$ cat src/rtl/dft_pkg.sv
package dft_pkg;
  typedef enum logic [1:0] {TX_IDLE, TX_MARK, TX_GAP} tx_state_e;
  localparam logic [31:0] FRAME_DELIM = 32'hAAAA_AAAA;
endpackage

$ cat src/rtl/dft_msg_buf.sv
module dft_msg_buf #(
  parameter int WORD_W    = 32,
  parameter int MAX_WORDS = 8,
  parameter int CNT_W     = $clog2(MAX_WORDS + 1),
  parameter int IDX_W     = $clog2(MAX_WORDS + 3),
  parameter logic [WORD_W-1:0] DELIM = '0
) (
  input  logic              clk_i,
  input  logic              rst_ni,
  input  logic [WORD_W-1:0] word_i,
  input  logic              valid_i,
  output logic              ready_o,
  input  logic              busy_i,
  output logic              done_o,
  output logic [IDX_W-1:0]  nwords_o,
  input  logic [IDX_W-1:0]  rd_idx_i,
  output logic [WORD_W-1:0] rd_word_o
);
  logic [WORD_W-1:0] mem_q [MAX_WORDS];
  logic [CNT_W-1:0]  len_q, wcnt_q, len_in;
  logic              have_len_q, accept;

  assign ready_o = ~busy_i;
  assign accept  = valid_i & ready_o;

  always_comb begin
    if (word_i > WORD_W'(MAX_WORDS)) len_in = CNT_W'(MAX_WORDS);
    else                             len_in = word_i[CNT_W-1:0];
  end

  assign done_o = accept & (have_len_q ? (wcnt_q == len_q - 1'b1) : (len_in == '0));

  always_ff @(posedge clk_i or negedge rst_ni) begin
    if (!rst_ni) begin
      len_q      <= '0;
      wcnt_q     <= '0;
      have_len_q <= 1'b0;
    end else if (accept) begin
      if (!have_len_q) begin
        len_q      <= len_in;
        wcnt_q     <= '0;
        have_len_q <= (len_in != '0);
      end else begin
        wcnt_q <= wcnt_q + 1'b1;
        if (done_o) have_len_q <= 1'b0;
      end
    end
  end

  always_ff @(posedge clk_i) begin
    if (accept && have_len_q) mem_q[wcnt_q] <= word_i;
  end

  assign nwords_o = IDX_W'(len_q) + IDX_W'(3);

  // frame index 0 and last -> delimiter, 1 -> count, 2.. -> data
  always_comb begin
    rd_word_o = DELIM;
    if (rd_idx_i == IDX_W'(1)) rd_word_o = WORD_W'(len_q);
    for (int k = 0; k < MAX_WORDS; k++) begin
      if (rd_idx_i == IDX_W'(k + 2) && CNT_W'(k) < len_q) rd_word_o = mem_q[k];
    end
  end
endmodule

$ cat src/rtl/dft_symbol_tx.sv
module dft_symbol_tx
  import dft_pkg::*;
#(
  parameter int WORD_W = 32,
  parameter int HOLD_W = 16,
  parameter int IDX_W  = 4
) (
  input  logic              clk_i,
  input  logic              rst_ni,
  input  logic              start_i,
  input  logic [HOLD_W-1:0] long_i,
  input  logic [HOLD_W-1:0] short_i,
  input  logic [HOLD_W-1:0] gap_i,
  input  logic [WORD_W-1:0] word_i,
  input  logic [IDX_W-1:0]  nwords_i,
  output logic [IDX_W-1:0]  rd_idx_o,
  output logic              level_o,
  output logic              busy_o
);
  localparam int BIT_W = $clog2(WORD_W);
  localparam logic [BIT_W-1:0] TOP_BIT = BIT_W'(WORD_W - 1);

  tx_state_e         state_q;
  logic [HOLD_W-1:0] cnt_q, h1_q, h2_q, h3_q;
  logic [HOLD_W-1:0] eff_long, eff_short, eff_gap;
  logic [BIT_W-1:0]  bit_q, nxt_bit, bit_sel;
  logic [IDX_W-1:0]  widx_q;
  logic              level_q, last_bit, last_word, cur_val;

  assign eff_long  = (long_i  == '0) ? HOLD_W'(1) : long_i;
  assign eff_short = (short_i == '0) ? HOLD_W'(1) : short_i;
  assign eff_gap   = (gap_i   == '0) ? HOLD_W'(1) : gap_i;

  assign last_bit  = (bit_q == '0);
  assign last_word = (widx_q == nwords_i - 1'b1);
  assign nxt_bit   = last_bit ? TOP_BIT : bit_q - 1'b1;
  assign rd_idx_o  = (state_q == TX_GAP && last_bit) ? widx_q + 1'b1 : widx_q;
  assign bit_sel   = (state_q == TX_GAP) ? nxt_bit : bit_q;
  assign cur_val   = word_i[bit_sel];

  always_ff @(posedge clk_i or negedge rst_ni) begin
    if (!rst_ni) begin
      state_q <= TX_IDLE;
      cnt_q   <= '0;
      h1_q    <= '0;
      h2_q    <= '0;
      h3_q    <= '0;
      bit_q   <= TOP_BIT;
      widx_q  <= '0;
      level_q <= 1'b0;
    end else begin
      unique case (state_q)
        TX_IDLE: if (start_i) begin
          h1_q    <= eff_long;
          h2_q    <= eff_short;
          h3_q    <= eff_gap;
          cnt_q   <= cur_val ? eff_long : eff_short;
          state_q <= TX_MARK;
          level_q <= 1'b1;
        end
        TX_MARK: if (cnt_q == HOLD_W'(1)) begin
          state_q <= TX_GAP;
          level_q <= 1'b0;
          cnt_q   <= h3_q;
        end else cnt_q <= cnt_q - 1'b1;
        TX_GAP: if (cnt_q == HOLD_W'(1)) begin
          if (last_bit && last_word) begin
            state_q <= TX_IDLE;
            widx_q  <= '0;
            bit_q   <= TOP_BIT;
          end else begin
            bit_q   <= nxt_bit;
            if (last_bit) widx_q <= widx_q + 1'b1;
            cnt_q   <= cur_val ? h1_q : h2_q;
            level_q <= 1'b1;
            state_q <= TX_MARK;
          end
        end else cnt_q <= cnt_q - 1'b1;
        default: state_q <= TX_IDLE;
      endcase
    end
  end

  assign level_o = level_q;
  assign busy_o  = (state_q != TX_IDLE);
endmodule

$ cat src/rtl/dur_frame_tx.sv
module dur_frame_tx #(
  parameter int WORD_W    = 32,
  parameter int HOLD_W    = 16,
  parameter int MAX_WORDS = 8,
  parameter logic [WORD_W-1:0] DELIM = dft_pkg::FRAME_DELIM
) (
  input  logic              clk_i,
  input  logic              rst_ni,
  input  logic [HOLD_W-1:0] long_hold_i,
  input  logic [HOLD_W-1:0] short_hold_i,
  input  logic [HOLD_W-1:0] gap_hold_i,
  input  logic [WORD_W-1:0] in_word_i,
  input  logic              in_valid_i,
  output logic              in_ready_o,
  output logic              level_o,
  output logic              busy_o
);
  localparam int CNT_W = $clog2(MAX_WORDS + 1);
  localparam int IDX_W = $clog2(MAX_WORDS + 3);

  logic              start;
  logic [IDX_W-1:0]  nwords, rd_idx;
  logic [WORD_W-1:0] rd_word;

  dft_msg_buf #(
    .WORD_W(WORD_W), .MAX_WORDS(MAX_WORDS), .CNT_W(CNT_W), .IDX_W(IDX_W), .DELIM(DELIM)
  ) u_buf (
    .clk_i, .rst_ni,
    .word_i(in_word_i), .valid_i(in_valid_i), .ready_o(in_ready_o),
    .busy_i(busy_o), .done_o(start), .nwords_o(nwords),
    .rd_idx_i(rd_idx), .rd_word_o(rd_word)
  );

  dft_symbol_tx #(.WORD_W(WORD_W), .HOLD_W(HOLD_W), .IDX_W(IDX_W)) u_sym (
    .clk_i, .rst_ni, .start_i(start),
    .long_i(long_hold_i), .short_i(short_hold_i), .gap_i(gap_hold_i),
    .word_i(rd_word), .nwords_i(nwords), .rd_idx_o(rd_idx),
    .level_o, .busy_o
  );
endmodule

$ cat config.mk
export PLATFORM = sky130hd
export DESIGN_NAME = dur_frame_tx
export DESIGN_NICKNAME = d
export VERILOG_FILES = /design/src/rtl/dft_pkg.sv /design/src/rtl/dft_msg_buf.sv /design/src/rtl/dft_symbol_tx.sv /design/src/rtl/dur_frame_tx.sv
export SDC_FILE = /design/constraint.sdc
export NUM_CORES = 1
export LEC_CHECK = 0
export BUFFER_PORTS_ARGS = -buffer_cell sky130_fd_sc_hd__buf_4
export CAP_MARGIN = 0
export CORE_MARGIN = 1.5
export CORE_UTILIZATION = 40
export CTS_CLUSTER_DIAMETER = 200
export DETAILED_ROUTE_END_ITERATION = 12
export GPL_TIMING_DRIVEN = 0
export PLACE_DENSITY = 0.64
export SYNTH_ARGS = -nofsm -noshare
export SYNTH_HDL_FRONTEND = slang
export SYNTH_SLANG_ARGS = --single-unit
$ cat constraint.sdc
create_clock -name clk_i -period 8.8 [get_ports clk_i]
set_clock_uncertainty 0.1 [all_clocks]
set_input_delay 0.88 -clock clk_i [delete_from_list [all_inputs] [get_ports clk_i]]
set_output_delay 0.88 -clock clk_i [all_outputs]
set_load 0.03 [all_outputs]
==> flow_metrics.py <==
metrics = {
    "status": {
        "status": "finished, violations left",
        "violated_checks": "max-capacitance violations",
    },
    "power_and_ir_drop": {
        "ir_worst_vdd_mv": 0.184,
        "cellPowerDensity_mw_per_mm2": 297,
        "power_leakage_nw": 6.56,
    },
    "yosys": {
        "ys_dominant_reg_cell": "sky130_fd_sc_hd__edfxtp_1",
        "synth_edf_count": 256,
        "number_of_warnings_issued_by_yosys": 0,
        "postSynthRegisterBits": 341,
        "synthesis.area_mm2": 0.0162,
        "ys_seq_area_frac": 0.606,
        "syn_inst": 1309,
        "synth.lib_cells_used.distinct": 84,
        "synthesis.area_per_instance_um2": 12.4,
        "mappedNetlistNets": 1408,
        "synth-async-reset-ratio": 0.249,
    },
    "route": {
        "drc_errors": 0,
        "ant_nets": 0,
        "detail_route.wl_per_cell_um": 27.8,
        "route.final.wire_length_um": 55600,
        "drtIter0Drc": 1637,
        "route.vias.total": 12700,
        "firstDrtPassIters": 5,
        "avgViaCountPerCell": 6.34,
    },
    "final_layout": {
        "most-common-layout-cells": "256 x sky130_fd_sc_hd__edfxtp_1, 88 x sky130_fd_sc_hd__buf_4, 80 x sky130_fd_sc_hd__dfrtp_1",
        "nets": 1546,
        "final_design_area_no_fill_mm2": 0.0190,
        "layout-drive-gt1-share": 0.177,
        "mostFrequentLayoutCell": "sky130_fd_sc_hd__edfxtp_1",
        "area_growth_syn_to_fin_pct": 17.2,
        "antennaDiodeCount": 0,
    },
    "timing": {
        "drv_slew": 0,
        "timing.fmax_mhz": 151,
        "timing.final.setup_violations": 0,
        "hold_viol_final": 0,
        "final_worst_path_period_need_ns": 6.61,
        "maxSlewHeadroom": 0.0130,
        "holdWs_ns": 0.379,
        "tightestPinTransition_ns": 1.44,
        "rsz0062_at_grt": "false",
        "aggregate_negative_setup_slack_ns": 0,
        "final.period_utilization": 0.751,
    },
    "cts": {
        "clk_latency_worst_skew_pair_ns": 0.55,
        "path_clk_slew_ns": 0.06,
        "tritoncts_num_sinks": 341,
        "clock_tree.root_cell": "sky130_fd_sc_hd__clkbuf_16",
        "cts_made_buffers": 38,
        "count_of_h_tree_levels_built_during_cts": 2,
        "post-cts-setup-buffers": 0,
        "number_of_buffers_on_the_longest_clock_path": 3,
        "cts_tree": "built",
        "cts_resized": 0,
        "cts_hold_buffers": 0,
    },
    "die": {
        "core.rowCount": 73,
        "floorplan.die.width_um": 204,
        "start_util": 0.407,
        "boundaryPins": 86,
        "dieArea_mm2": 0.0417,
        "core-area_mm2": 0.0398,
        "dieHeight_um": 204,
    },
    "flow_run": {
        "maxCapViolCount": 1,
    },
    "setup_path": {
        "worstSetupPathType": "flop to flop",
        "cpMostUsedCell": "sky130_fd_sc_hd__buf_2",
        "critPathMaxStageDelay_ns": 0.97,
        "worstSetupStartpointType": "flop",
        "cp.required_ns": 9.12,
        "end_kind": "flop",
        "critical_path.slowest_cell": "sky130_fd_sc_hd__o31ai_1",
        "crit_arrival_ns": 6.94,
        "critical-path-top-delay-family": "compound AO/OA/AOI/OAI gates",
        "worst-path-buf-inv": 5,
        "worstPathCellList": "inv_1 > ha_1 > or4b_4 > buf_2 > nor2_1 > o31ai_1 > buf_2 > buf_2 > a21oi_1 > a211oi_1 > nor4_1 > o32ai_1 > o211ai_1 > a32oi_4 > buf_4 > mux2i_1 > nand2_1 > a221o_1",
        "timing.critical_path.fanout_max": 10,
    },
    "global_routing": {
        "largest_net_degree_at_the_start_of_global_routing": 86,
        "wire_length_of_the_first_global_routing_pass_um": 81900,
        "number_of_global_route_vias_before_repair": 12500,
        "antenna_found_initial": 0,
        "grt_use_total": 0.267,
        "globalRouteOverflowTotal": 0,
    },
    "worst_hold_path": {
        "min_path_type": "flop to flop",
    },
    "placement": {
        "port_buffers": 85,
        "gp_congestion": 0.949,
        "total_placed_instance_area_mm2": 0.0178,
        "hpwl_um": 39100,
    },
}
kinds of logic after synthesis:
| kind of cell | count (synthesis) | synth area share |
|---|---|---|
| DFF | 341 | 0.606 |
| buffers and inverters | 108 | 0.0283 |
| and+or+nand+nor | 294 | 0.0915 |
| xor gates and xnor gates | 23 | 0.0124 |
| AOI/OAI and AO/OA | 447 | 0.196 |
| adders and majority gates | 16 | 0.0123 |
| muxes | 80 | 0.0536 |
report_power, final:
part           leakage (nW)  switching (mW)  total, mW  internal (mW)
registers              3.36           0.151       2.16           2.01
logic                  2.60            1.22       1.89          0.671
clock network         0.601           0.675       1.59          0.910
total                  6.56            2.05       5.64           3.59
sequential cells by signal, summed over array words and instances (netlist names), 4 cells and up:
name / count
u_sym.h1_q: 16
u_sym.cnt_q: 16
u_buf.wcnt_q: 4
u_buf.len_q: 4
u_sym.h3_q: 16
u_sym.bit_q: 5
u_buf.mem_q: 256
u_sym.h2_q: 16
u_sym.widx_q: 4
area by class of cell:
cell class	count	area [um^2]
Inverter	18	67.6
Sequential cell	341	9820
Multi-Input combinational cell	860	5990
Tap cell	525	657
Fill cell	3589	20800
Timing Repair Buffer	98	856
Buffer	90	392
Clock inverter	23	211
Clock buffer	47	1010
final timing paths:
path | from | to | slack (ns) | cells after the start
max | u_sym.bit_q[0] | u_sym.cnt_q[11] | 2.19 | 18
min | u_sym.level_o | u_sym.level_o | 0.38 | 2
max reg2reg | u_sym.bit_q[0] | u_sym.cnt_q[11] | 2.19 | 18
min reg2reg | u_sym.level_o | u_sym.level_o | 0.38 | 2
max in group asynchronous | rst_ni | u_sym.h2_q[9] | 7.37 | 1
min in group asynchronous | rst_ni | u_buf.wcnt_q[3] | 0.44 | 1
Yosys cell counts, types with 5 or more instances:
| master | n | area (um^2) |
|---|---|---|
| sky130_fd_sc_hd__a2111oi_0 | 7 | 61.3 |
| sky130_fd_sc_hd__a211oi_1 | 18 | 135 |
| sky130_fd_sc_hd__a21o_1 | 6 | 45.0 |
| sky130_fd_sc_hd__a21oi_1 | 77 | 385 |
| sky130_fd_sc_hd__a221o_1 | 21 | 210 |
| sky130_fd_sc_hd__a221oi_1 | 19 | 166 |
| sky130_fd_sc_hd__a222oi_1 | 6 | 60.1 |
| sky130_fd_sc_hd__a22o_1 | 21 | 184 |
| sky130_fd_sc_hd__a22oi_1 | 26 | 195 |
| sky130_fd_sc_hd__a2bb2oi_1 | 5 | 43.8 |
| sky130_fd_sc_hd__a31oi_1 | 16 | 100 |
| sky130_fd_sc_hd__a32oi_1 | 11 | 96.3 |
| sky130_fd_sc_hd__a41oi_1 | 5 | 43.8 |
| sky130_fd_sc_hd__and3_1 | 8 | 50.1 |
| sky130_fd_sc_hd__buf_1 | 6 | 22.5 |
| sky130_fd_sc_hd__buf_2 | 18 | 90.1 |
| sky130_fd_sc_hd__clkbuf_1 | 60 | 225 |
| sky130_fd_sc_hd__dfrtp_1 | 80 | 2000 |
| sky130_fd_sc_hd__dfstp_2 | 5 | 131 |
| sky130_fd_sc_hd__edfxtp_1 | 256 | 7690 |
| sky130_fd_sc_hd__ha_1 | 16 | 200 |
| sky130_fd_sc_hd__inv_1 | 18 | 67.6 |
| sky130_fd_sc_hd__mux2_1 | 9 | 101 |
| sky130_fd_sc_hd__mux2_2 | 46 | 518 |
| sky130_fd_sc_hd__mux2i_1 | 25 | 250 |
| sky130_fd_sc_hd__nand2_1 | 79 | 297 |
| sky130_fd_sc_hd__nand2b_1 | 12 | 75.1 |
| sky130_fd_sc_hd__nand3_1 | 26 | 130 |
| sky130_fd_sc_hd__nor2_1 | 62 | 233 |
| sky130_fd_sc_hd__nor2b_1 | 12 | 75.1 |
| sky130_fd_sc_hd__nor3_1 | 34 | 170 |
| sky130_fd_sc_hd__nor4_1 | 27 | 169 |
| sky130_fd_sc_hd__o211ai_1 | 14 | 105 |
| sky130_fd_sc_hd__o21a_1 | 8 | 60.1 |
| sky130_fd_sc_hd__o21ai_0 | 79 | 395 |
| sky130_fd_sc_hd__o21ai_1 | 8 | 40.0 |
| sky130_fd_sc_hd__o221ai_1 | 15 | 131 |
| sky130_fd_sc_hd__o22a_1 | 6 | 52.6 |
| sky130_fd_sc_hd__o22ai_1 | 25 | 156 |
| sky130_fd_sc_hd__o31ai_1 | 7 | 52.6 |
| sky130_fd_sc_hd__or2_2 | 8 | 50.1 |
| sky130_fd_sc_hd__xnor2_1 | 14 | 123 |
| sky130_fd_sc_hd__xor2_1 | 9 | 78.8 |
worst min-delay path, cell delays in order (launching register included):
cell and delay (ns):
sky130_fd_sc_hd__dfrtp_1 0.34, sky130_fd_sc_hd__nand2_1 0.05, sky130_fd_sc_hd__o21ai_0 0.06
layer usage:
metal / vias to the layer above / global-route usage / wire (um)
met5: - / 0 / 0
met4: 0 / 0.123 / 2690
met3: 164 / 0.0563 / 5110
met2: 741 / 0.427 / 25800
met1: 6288 / 0.348 / 22000
li1: 5507 / - / -
metrics by stage:
stage / setup slack (ns) / total power [mW] / cells / util
after floorplan: 4.41 / 3.35 / 1309 / -
after global placement: 1.85 / 4.00 / 1919 / 0.440
after detailed placement: 2.28 / 4.05 / 1932 / 0.446
after CTS: 2.25 / 5.63 / 2002 / 0.477
after global routing: 1.98 / 5.87 / 2002 / 0.477
final: 2.19 / 5.64 / 2002 / 0.477
Note: power is estimated with default switching activity, not from simulation.
